--- src/rtl/cfgx_pkg.sv ---
package cfgx_pkg;

    localparam int unsigned CFG_AW   = 32;
    localparam int unsigned DATA_W   = 32;
    localparam int unsigned NBYTE    = DATA_W / 8;
    localparam int unsigned LANE_W   = $clog2(NBYTE);
    localparam int unsigned OFF_W    = 3;
    localparam int unsigned IDSEL_LO = 11;
    localparam int unsigned DEV_W    = 5;
    localparam int unsigned FUNC_W   = 3;

    typedef enum logic [1:0] {
        SZ_BYTE = 2'd0,
        SZ_HALF = 2'd1,
        SZ_WORD = 2'd2,
        SZ_WIDE = 2'd3
    } xfer_size_e;

    typedef enum logic {
        ST_IDLE = 1'b0,
        ST_WAIT = 1'b1
    } ctrl_state_e;

    typedef enum logic [1:0] {
        FMT_TYPE0 = 2'd0,
        FMT_TYPE1 = 2'd1,
        FMT_RAW   = 2'd2
    } idx_fmt_e;

    typedef struct packed {
        logic                we;
        logic [CFG_AW-1:0]   addr;
        logic [NBYTE-1:0]    be;
        logic [DATA_W-1:0]   wdata;
    } cbus_req_t;

    function automatic logic [NBYTE-1:0] size_mask(input xfer_size_e sz);
        logic [NBYTE-1:0] m;
        case (sz)
            SZ_BYTE: m = NBYTE'(1);
            SZ_HALF: m = NBYTE'(3);
            default: m = '1;
        endcase
        return m;
    endfunction

    function automatic idx_fmt_e classify(input logic [CFG_AW-1:0] idx);
        idx_fmt_e f;
        if (idx[CFG_AW-1])
            f = FMT_RAW;
        else if (idx[0])
            f = FMT_TYPE1;
        else
            f = FMT_TYPE0;
        return f;
    endfunction

endpackage

--- src/rtl/cfgx_index_reg.sv ---
module cfgx_index_reg #(
    parameter int unsigned W = 32
) (
    input  logic         clk,
    input  logic         rst,
    input  logic         wr_en,
    input  logic [W-1:0] wdata,
    output logic [W-1:0] q
);

    always_ff @(posedge clk) begin
        if (rst)
            q <= '0;
        else if (wr_en)
            q <= wdata;
    end

endmodule

--- src/rtl/cfgx_lsb_find.sv ---
module cfgx_lsb_find #(
    parameter int unsigned W  = 21,
    localparam int unsigned PW = (W > 1) ? $clog2(W) : 1
) (
    input  logic [W-1:0]  vec,
    output logic          found,
    output logic [PW-1:0] pos
);

    // Scan from the top down so the lowest set bit is the last to win.
    always_comb begin
        found = 1'b0;
        pos   = '0;
        for (int i = W - 1; i >= 0; i--) begin
            if (vec[i]) begin
                found = 1'b1;
                pos   = PW'(i);
            end
        end
    end

endmodule

--- src/rtl/cfgx_addr_decode.sv ---
module cfgx_addr_decode
    import cfgx_pkg::*;
#(
    parameter int unsigned AW     = CFG_AW,
    parameter int unsigned SEL_LO = IDSEL_LO,
    parameter int unsigned DVW    = DEV_W,
    parameter int unsigned FW     = FUNC_W,
    parameter int unsigned OW     = OFF_W
) (
    input  logic [AW-1:0] idx,
    input  logic [OW-1:0] off,
    output idx_fmt_e      fmt,
    output logic [AW-1:0] cfg_addr
);

    localparam int unsigned SEL_W    = AW - SEL_LO;
    localparam int unsigned PW       = (SEL_W > 1) ? $clog2(SEL_W) : 1;
    localparam int unsigned FN_LO    = SEL_LO - FW;
    localparam int unsigned DEV_LO   = FN_LO + FW;
    localparam int unsigned DEV_HI   = DEV_LO + DVW - 1;
    localparam int unsigned RAW_KEEP = 2;

    logic          sel_found;
    logic [PW-1:0] sel_pos;
    logic [DVW-1:0] dev;
    logic [AW-1:0] t0_addr;
    logic [AW-1:0] t1_addr;
    logic [AW-1:0] raw_addr;
    int            dev_full;
    logic          idx_unused_bit;

    cfgx_lsb_find #(.W(SEL_W)) u_find (
        .vec   (idx[AW-1:SEL_LO]),
        .found (sel_found),
        .pos   (sel_pos)
    );

    assign idx_unused_bit = idx[1];

    always_comb begin
        dev_full = int'(sel_pos) + int'(SEL_LO);
        dev      = sel_found ? dev_full[DVW-1:0] : '1;
    end

    always_comb begin
        t0_addr                   = '0;
        t0_addr[DEV_HI:DEV_LO]    = dev;
        t0_addr[DEV_LO-1:FN_LO]   = idx[DEV_LO-1:FN_LO];
        t0_addr[FN_LO-1:OW]       = idx[FN_LO-1:OW];
        t0_addr[OW-1:0]           = off;
    end

    assign t1_addr  = {idx[AW-1:OW], off};
    assign raw_addr = {idx[AW-1:RAW_KEEP], off[RAW_KEEP-1:0]};
    assign fmt      = classify(idx);

    always_comb begin
        case (fmt)
            FMT_RAW:   cfg_addr = raw_addr;
            FMT_TYPE1: cfg_addr = t1_addr;
            default:   cfg_addr = t0_addr;
        endcase
    end

endmodule

--- src/rtl/cfgx_lane_steer.sv ---
module cfgx_lane_steer
    import cfgx_pkg::*;
#(
    parameter int unsigned DW = DATA_W,
    localparam int unsigned NB = DW / 8,
    localparam int unsigned LW = (NB > 1) ? $clog2(NB) : 1
) (
    input  xfer_size_e     size,
    input  logic [LW-1:0]  lane,
    input  logic [DW-1:0]  wdata_in,
    input  logic [DW-1:0]  rdata_in,
    output logic [NB-1:0]  be,
    output logic [DW-1:0]  wdata_out,
    output logic [DW-1:0]  rdata_out
);

    logic [NB-1:0] smask;
    logic [DW-1:0] bit_mask;
    logic [DW-1:0] rshift;

    assign smask = size_mask(size);

    for (genvar g = 0; g < NB; g++) begin : g_lane
        assign bit_mask[8*g +: 8] = {8{smask[g]}};
    end

    assign be        = NB'(smask << lane);
    assign wdata_out = wdata_in << {lane, 3'b000};
    assign rshift    = rdata_in >> {lane, 3'b000};
    assign rdata_out = rshift & bit_mask;

endmodule

--- src/rtl/cfg_addr_xlate.sv ---
module cfg_addr_xlate
    import cfgx_pkg::*;
(
    input  logic                clk,
    input  logic                rst,
    input  logic                host_req,
    input  logic                host_sel,
    input  logic                host_we,
    input  logic [OFF_W-1:0]    host_off,
    input  logic [1:0]          host_size,
    input  logic [DATA_W-1:0]   host_wdata,
    output logic                host_ready,
    output logic                host_ack,
    output logic [DATA_W-1:0]   host_rdata,
    output logic                cb_req,
    output logic                cb_we,
    output logic [CFG_AW-1:0]   cb_addr,
    output logic [NBYTE-1:0]    cb_be,
    output logic [DATA_W-1:0]   cb_wdata,
    input  logic                cb_rvalid,
    input  logic [DATA_W-1:0]   cb_rdata
);

    ctrl_state_e         state;
    logic [CFG_AW-1:0]   idx_q;
    logic                accept;
    logic                idx_wr;
    idx_fmt_e            fmt;
    logic [CFG_AW-1:0]   xaddr;
    logic [LANE_W-1:0]   sv_lane;
    xfer_size_e          sv_size;
    logic [LANE_W-1:0]   st_lane;
    xfer_size_e          st_size;
    logic [NBYTE-1:0]    st_be;
    logic [DATA_W-1:0]   st_wdata;
    logic [DATA_W-1:0]   st_rdata;
    cbus_req_t           req_q;

    assign host_ready = (state == ST_IDLE);
    assign accept     = host_req && host_ready;
    assign idx_wr     = accept && !host_sel && host_we;

    cfgx_index_reg #(.W(CFG_AW)) u_idx (
        .clk   (clk),
        .rst   (rst),
        .wr_en (idx_wr),
        .wdata (host_wdata),
        .q     (idx_q)
    );

    cfgx_addr_decode u_dec (
        .idx      (idx_q),
        .off      (host_off),
        .fmt      (fmt),
        .cfg_addr (xaddr)
    );

    // Outgoing lanes use the live request; returning data uses the saved one.
    assign st_lane = (state == ST_WAIT) ? sv_lane : host_off[LANE_W-1:0];
    assign st_size = (state == ST_WAIT) ? sv_size : xfer_size_e'(host_size);

    cfgx_lane_steer #(.DW(DATA_W)) u_lane (
        .size      (st_size),
        .lane      (st_lane),
        .wdata_in  (host_wdata),
        .rdata_in  (cb_rdata),
        .be        (st_be),
        .wdata_out (st_wdata),
        .rdata_out (st_rdata)
    );

    always_ff @(posedge clk) begin
        if (rst) begin
            state      <= ST_IDLE;
            host_ack   <= 1'b0;
            host_rdata <= '0;
            cb_req     <= 1'b0;
            req_q      <= '0;
            sv_lane    <= '0;
            sv_size    <= SZ_BYTE;
        end else begin
            host_ack <= 1'b0;
            cb_req   <= 1'b0;
            case (state)
                ST_IDLE: begin
                    if (accept) begin
                        if (!host_sel) begin
                            host_ack <= 1'b1;
                            if (!host_we)
                                host_rdata <= idx_q;
                        end else begin
                            cb_req      <= 1'b1;
                            req_q.we    <= host_we;
                            req_q.addr  <= xaddr;
                            req_q.be    <= st_be;
                            req_q.wdata <= host_we ? st_wdata : '0;
                            sv_lane     <= host_off[LANE_W-1:0];
                            sv_size     <= xfer_size_e'(host_size);
                            if (host_we)
                                host_ack <= 1'b1;
                            else
                                state <= ST_WAIT;
                        end
                    end
                end
                ST_WAIT: begin
                    if (cb_rvalid) begin
                        host_rdata <= st_rdata;
                        host_ack   <= 1'b1;
                        state      <= ST_IDLE;
                    end
                end
                default: state <= ST_IDLE;
            endcase
        end
    end

    assign cb_we    = req_q.we;
    assign cb_addr  = req_q.addr;
    assign cb_be    = req_q.be;
    assign cb_wdata = req_q.wdata;

endmodule

--- config.mk ---
export PLATFORM = sky130hd
export DESIGN_NAME = cfg_addr_xlate
export DESIGN_NICKNAME = d
export VERILOG_FILES = /design/src/rtl/cfgx_pkg.sv /design/src/rtl/cfgx_index_reg.sv /design/src/rtl/cfgx_lsb_find.sv /design/src/rtl/cfgx_addr_decode.sv /design/src/rtl/cfgx_lane_steer.sv /design/src/rtl/cfg_addr_xlate.sv
export SDC_FILE = /design/constraint.sdc
export NUM_CORES = 1
export LEC_CHECK = 0
export BUFFER_PORTS_ARGS = -buffer_cell sky130_fd_sc_hd__clkbuf_2
export CAP_MARGIN = 25
export CORE_UTILIZATION = 55
export DETAILED_ROUTE_END_ITERATION = 10
export PLACE_DENSITY = 0.9
export REMOVE_ABC_BUFFERS = 1
export SYNTH_ARGS = -nofsm -noshare
export SYNTH_HDL_FRONTEND = slang
export SYNTH_HIERARCHICAL = 1
export SYNTH_SLANG_ARGS = --single-unit
--- constraint.sdc ---
create_clock -name clk -period 3.3 [get_ports clk]
set_input_delay 0.33 -clock clk [delete_from_list [all_inputs] [get_ports clk]]
set_output_delay 0.33 -clock clk [all_outputs]
set_load 0.02 [all_outputs]
======== Word-level counts from Yosys, hierarchy flattened ========
Cells that the tools add are included.
operators by class
  reduce and logical (&&, ||, !) cells .... 8
  add/sub/neg operators ................... 1
  bitwise operators ....................... 3
  muxes and demuxes ....................... 66
  eq/ne operators ......................... 7
  shifts and indexed selects .............. 3
operators by type and width
  operator                                                                 number
  32-bit 2-to-1 mux                                                        5
  32-bit one-hot mux with 2 select lines                                   2
  5-bit 2-to-1 mux                                                         22
  32-bit AND                                                               1
  32-bit by 5-bit left shift with 32-bit output                            1
  32-bit by 5-bit >> shifter with 32-bit output                            1
  1-bit 2-to-1 mux                                                         31
  4-bit one-hot mux with 2 select lines                                    1
  2-bit 2-to-1 mux                                                         3
  2-bit inequality test, second input constant                             3
  5-bit by 4-bit adder with 5-bit output, second input constant            1
  2-bit by 1-bit == test with 1-bit output, second input constant          2
  1-bit one-hot mux with 2 select lines                                    2
  4-bit AND reduction                                                      1
  4-bit by 2-bit left shift with 4-bit output                              1
  1-bit logical AND                                                        3
  3-bit AND reduction                                                      1
  3-bit OR reduction                                                       1
  2-bit == test, second input constant                                     1
  2-bit zero test                                                          1
  2-bit by 1-bit inequality test with 1-bit output, second input constant  1
  1-bit inverter                                                           2
  1-bit zero test                                                          1
storage, ports and cells
  register bits ........................... 140
  input bits .............................. 75

======== Longest topological paths before layout ========
  depth after elaboration ................. 24
  depth in mapped cells ................... 11
  mapped depth without buffers ............ 11

======== By module ========
Netlist, hierarchy kept.
by module, submodules not included
  module            instances  seq. area each (um^2)  cells an instance  area an instance (um^2)
  cfg_addr_xlate    1          2,162.1                529                4,720.8
  cfgx_lane_steer   1          0.0                    183                1,337.5
  cfgx_index_reg    1          640.6                  103                1,163.6
  cfgx_addr_decode  1          0.0                    51                 349.1
  cfgx_lsb_find     1          0.0                    41                 234.0

======== Worst setup path after synthesis ========
Ideal clock, no wire load.
  path kind ............................... reg-to-reg
  from .................................... register state
  to ...................................... register host_rdata[0]
  data arrival time ....................... 2.379 ns
  cell stages (with the launch flop) ...... 11
  setup slack ............................. 0.781 ns
  data required time ...................... 3.160 ns
  library setup time ...................... 0.140 ns
  path through ............................ dfxtp_1 > buf_2 > buf_1 > mux2_2 > buf_6 > buf_6 > buf_8 > a211oi_2 > a21oi_2 > a221oi_1 > a211oi_2
between the ends
  cells in the longest elaborated chain, start to end .. 5
RTL lines
  what                                           line                   RTL
  start, declared                                cfg_addr_xlate.sv:24   ctrl_state_e state;
  start signal, assigned                         cfg_addr_xlate.sv:74   state <= ST_IDLE;
  start signal, assigned                         cfg_addr_xlate.sv:102  state <= ST_WAIT;
  start signal, assigned                         cfg_addr_xlate.sv:110  state <= ST_IDLE;
  2-bit 2-to-1 mux                               cfg_addr_xlate.sv:59   assign st_lane = (state == ST_WAIT) ? sv_lane : host_off[LANE_W-1:0];
  net st_lane[0]                                 cfg_addr_xlate.sv:32   logic [LANE_W-1:0] st_lane;
  32-bit by 5-bit >> shifter with 32-bit output  cfgx_lane_steer.sv:29  assign rshift = rdata_in >> {lane, 3'b000};
  32-bit AND                                     cfgx_lane_steer.sv:30  assign rdata_out = rshift & bit_mask;
  net st_rdata[0]                                cfg_addr_xlate.sv:36   logic [DATA_W-1:0] st_rdata;
  32-bit 2-to-1 mux                              cfg_addr_xlate.sv:107  if (cb_rvalid) begin
  32-bit one-hot mux with 2 select lines         cfg_addr_xlate.sv:84   case (state)
  end signal, assigned                           cfg_addr_xlate.sv:90   host_rdata <= idx_q;
  end signal, assigned                           cfg_addr_xlate.sv:108  host_rdata <= st_rdata;
  end, declared                                  cfg_addr_xlate.sv:14   output logic [DATA_W-1:0] host_rdata,
The timed path passes the listed nets, and every way through them passes these cells. The select of a mux whose other input is x is not followed.
A chain may end at the register's enable or synchronous reset.

======== Worst setup path in the final report ========
  from .................................... register u_idx.q[30]
  to ...................................... register req_q, in the netlist cb_addr[15]
between the ends
  cells in the longest elaborated chain, start to end .. 23
RTL lines
  what                                    line                    RTL
  start, declared                         cfgx_index_reg.sv:8     output logic [W-1:0] q
  start signal, assigned                  cfgx_index_reg.sv:15    q <= wdata;
  5-bit 2-to-1 mux (20 in series)         cfgx_lsb_find.sv:15     if (vec[i]) begin
  net u_dec.sel_pos[1]                    cfgx_addr_decode.sv:24  logic [PW-1:0] sel_pos;
  5-bit by 4-bit adder with 5-bit output  cfgx_addr_decode.sv:41  dev_full = int'(sel_pos) + int'(SEL_LO);
  5-bit 2-to-1 mux                        cfgx_addr_decode.sv:42  dev = sel_found ? dev_full[DVW-1:0] : '1;
  32-bit one-hot mux with 2 select lines  cfgx_addr_decode.sv:58  case (fmt)
  net xaddr[15]                           cfg_addr_xlate.sv:29    logic [CFG_AW-1:0] xaddr;
  end, declared                           cfg_addr_xlate.sv:37    cbus_req_t req_q;
The timed path passes the listed nets, and every way through them passes these cells.

==> insert_results.sql <==
INSERT INTO impl_metrics (metric_group, metric, value, unit) VALUES
('global_routing', 'globalRouteTotalUtil', '30.1', '%'),
('sta', 'grt_setup_unrepaired', 'false', ''),
('run', 'drv_cap', '0', ''),
('sta', 'slew-limit-headroom', '34.2', '%'),
('power', 'sw_frac_of_total', '27.7', '%'),
('detailed_routing', 'routed_wire_length_per_instance', '18.0', 'µm'),
('sta', 'finalSetupViolations', '0', ''),
('place', 'dp_hpwl', '14200', 'µm'),
('clocking', 'root_buffer', 'sky130_fd_sc_hd__clkbuf_16', ''),
('sta', 'hold_viol', '0', ''),
('global_routing', 'grt_pass1_vias', '6674', ''),
('power', 'power_leakage', '3.56', 'nW'),
('power', 'share_seq_of_total_power', '39.4', '%'),
('setup_path', 'critical_path.endpoint_type', 'register', ''),
('detailed_routing', 'drcViolationCount', '0', ''),
('sta', 'fin_clk_skew', '0.00964', 'ns'),
('clocking', 'cts_max_level', '4', ''),
('floorplanning', 'start_util', '56.3', '%'),
('final_layout', 'finalNetCount', '1095', ''),
('place', 'place.port_buffers', '178', ''),
('setup_path', 'crit-reg2reg-launch', 'u_idx/q[30]', ''),
('hold_path', 'hold_path.class', 'in2reg', ''),
('power', 'p_clk_share', '43.5', '%'),
('power', 'netSwitchingPower', '1.28', 'mW'),
('yosys', 'synthesis.area', '0.00779', 'mm²'),
('clocking', 'cts.repair_timing.setup_buffer_count', '0', ''),
('setup_path', 'required_time_at_the_endpoint_of_the_critical_path', '3.65', 'ns'),
('hold_path', 'min_from', 'host_off[0]', ''),
('global_routing', 'grt_first_pass_wirelength', '34700', 'µm'),
('floorplanning', 'top_level_ports', '179', ''),
('floorplanning', 'fp.coreArea', '0.0138', 'mm²'),
('yosys', 'synth_warnings', '6', ''),
('yosys', 'synth_area_per_cell', '8.61', 'µm²'),
('setup_path', 'cp_max_fo', '6', ''),
('place', 'globalplace.congestion', '0.909', ''),
('setup_path', 'worst_setup_slack_for_register_to_register_paths', '0.65', 'ns'),
('final_layout', 'final_cell_count_no_fill', '1212', ''),
('global_routing', 'grt_antenna_before_repair', '0', ''),
('power', 'p_int', '3.33', 'mW'),
('setup_path', 'crit-reg2reg-capture', 'cb_addr[15]', ''),
('final_layout', 'layout-area-overhead-vs-synth', '15.9', '%'),
('power', 'worst_ir_drop_vdd', '385', 'µV'),
('clocking', 'clk_transition_reported_paths', '0.06', 'ns'),
('setup_path', 'cp_cell_sequence', 'nor2_1, o31ai_1, o311ai_0, a2111oi_0, inv_1, ha_1, nor2b_1, or2_0, o221a_2, nand2_1, a21oi_1', ''),
('sta', 'final.hold.worst_slack', '0.167', 'ns'),
('final_layout', 'post_route_cells_drive_above_1_share', '30.6', '%'),
('detailed_routing', 'wire_length_after_detailed_routing', '21900', 'µm'),
('floorplanning', 'die-area', '0.0146', 'mm²'),
('sta', 'post-route-min-period', '2.65', 'ns'),
('power', 'power.combinational.fraction', '17.1', '%'),
('final_layout', 'antenna_cells_inserted', '0', ''),
('clocking', 'cts-buffers-inserted', '17', ''),
('setup_path', 'max_stage_delay', '0.62', 'ns'),
('clocking', 'cts.hold.buffers_added', '0', ''),
('floorplanning', 'die-height', '121', 'µm'),
('clocking', 'insertion_delay', '0.42', 'ns'),
('sta', 'timing.final.max_slew_violations', '0', ''),
('clocking', 'clk_path_buf_depth', '2', ''),
('detailed_routing', 'num_vias', '7291', ''),
('detailed_routing', 'drt_first_iter_violations', '770', ''),
('setup_path', 'cp-start-kind', 'register', ''),
('sta', 'max_freq', '0.377', 'GHz'),
('setup_path', 'reg2reg_depth', '11', ''),
('place', 'numPlacedInstances', '1180', ''),
('power', 'power_density', '510', 'mW/mm²'),
('global_routing', 'global_route.overflow_total', '0', ''),
('floorplanning', 'die-width', '121', 'µm'),
('hold_path', 'min_delay_path_depth', '3', ''),
('detailed_routing', 'final_antenna_violating_net_count', '0', ''),
('floorplanning', 'num_rows', '43', ''),
('outcome', 'run_status', 'finished, final reports clean', ''),
('setup_path', 'cp_slowest_cell', 'sky130_fd_sc_hd__a2111oi_0', ''),
('detailed_routing', 'detail_route.first_pass.iterations', '5', ''),
('clocking', 'cts.repair.resized', '0', ''),
('setup_path', 'critPathKind', 'reg2reg', ''),
('setup_path', 'critPathArrivalTime', '3.00', 'ns'),
('sta', 'tightestPinTransition', '0.988', 'ns'),
('hold_path', 'min_to', 'cb_addr[0]', ''),
('detailed_routing', 'avgViaCountPerCell', '6.02', ''),
('yosys', 'synth_cells', '905', ''),
('clocking', 'clock_tree_from_tritoncts', 'built', ''),
('clocking', 'clock_sink_count', '140', ''),
('global_routing', 'largest_net_degree_at_the_start_of_global_routing', '72', ''),
('sta', 'share_of_the_cycle_needed_by_the_critical_path_after_routing', '80.4', '%');
[power by group through the flow]
stage | Clock [mW] | Sequential (mW) | Combinational (mW)
2_1_floorplan | 0 | 1.90 | 0.434
3_3_place_gp | 0 | 1.85 | 0.757
3_5_place_dp | 0 | 1.85 | 0.772
4_1_cts | 2.02 | 1.82 | 0.779
5_1_grt | 2.10 | 1.82 | 0.854
6_report | 2.00 | 1.82 | 0.787
[critical path, delay by kind of cell, from the launching register on]
kind / cells / cell delay, ns
AOI/OAI and AO/OA: 5 / 1.33
DFF: 1 / 0.50
adders and majority gates: 1 / 0.23
buffers and inverters: 1 / 0.10
and+or+nand+nor: 4 / 0.42
[placed cells by master (no fill, tap or decap), types with 12 or more instances in the layout]
cell / n
sky130_fd_sc_hd__nor2b_1: 73
sky130_fd_sc_hd__a21oi_1: 118
sky130_fd_sc_hd__nand2_1: 124
sky130_fd_sc_hd__nand2b_1: 12
sky130_fd_sc_hd__nand3_1: 33
sky130_fd_sc_hd__a211oi_1: 19
sky130_fd_sc_hd__a211oi_2: 46
sky130_fd_sc_hd__nor2_1: 63
sky130_fd_sc_hd__mux2i_1: 56
sky130_fd_sc_hd__clkbuf_2: 177
sky130_fd_sc_hd__a221oi_2: 25
sky130_fd_sc_hd__clkbuf_16: 17
sky130_fd_sc_hd__buf_4: 14
sky130_fd_sc_hd__dfxtp_1: 139
[layout make-up]
cell class	count	area, µm²
fill	1127	4790
multi-input combinational	660	4330
sequential	140	2810
timing repair buffer	193	1030
clock buffer	20	447
tap	180	225
clock inverter	12	169
inverter	7	26.3
[state kept, by name (all words and copies together), names as in the netlist]
register	flops
cb_we	1
u_idx/q	32
host_ack	1
cb_wdata	32
cb_be	4
sv_lane	2
state	1
host_rdata	32
cb_addr	32
sv_size	2
cb_req	1
[per-layer routing]
metal / part of all wire, % / routed length [µm] / vias up / GRT usage [%]
li1: - / - / 3412 / -
met1: 43 / 9400 / 3445 / 39.7
met2: 46 / 10200 / 377 / 47.7
met3: 7.7 / 1680 / 57 / 5.69
met4: 2.8 / 613 / 0 / 13.6
met5: 0 / 0 / - / 0
[through the flow]
step	TNS (ns)	total power [mW]	util, %	instance area [µm²]	setup WS, ns
after CTS	0	4.61	65.3	9030	0.751
after global routing	0	4.77	65.3	9030	0.536
after floorplan	-197.80	2.34	-	7140	-2.38
final	0	4.61	65.3	9030	0.647
after global placement	0	2.61	60.9	8420	0.817
after detailed placement	0	2.62	60.9	8420	0.778
[how the worst max path moves through the flow]
stage | startpoint | endpoint | slack, ns | cells after the start
CTS | u_idx/q[30] | cb_addr[15] | 0.75 | 11
global route | u_idx/q[30] | cb_addr[15] | 0.54 | 11
finish | u_idx/q[30] | cb_addr[15] | 0.65 | 11
detailed placement | u_idx/q[30] | cb_addr[15] | 0.78 | 11
floorplan | state | u_idx/q[0] | -2.38 | 4
global placement | u_idx/q[30] | cb_addr[15] | 0.82 | 11
No activity file was read; power rests on OpenSTA's default activity.
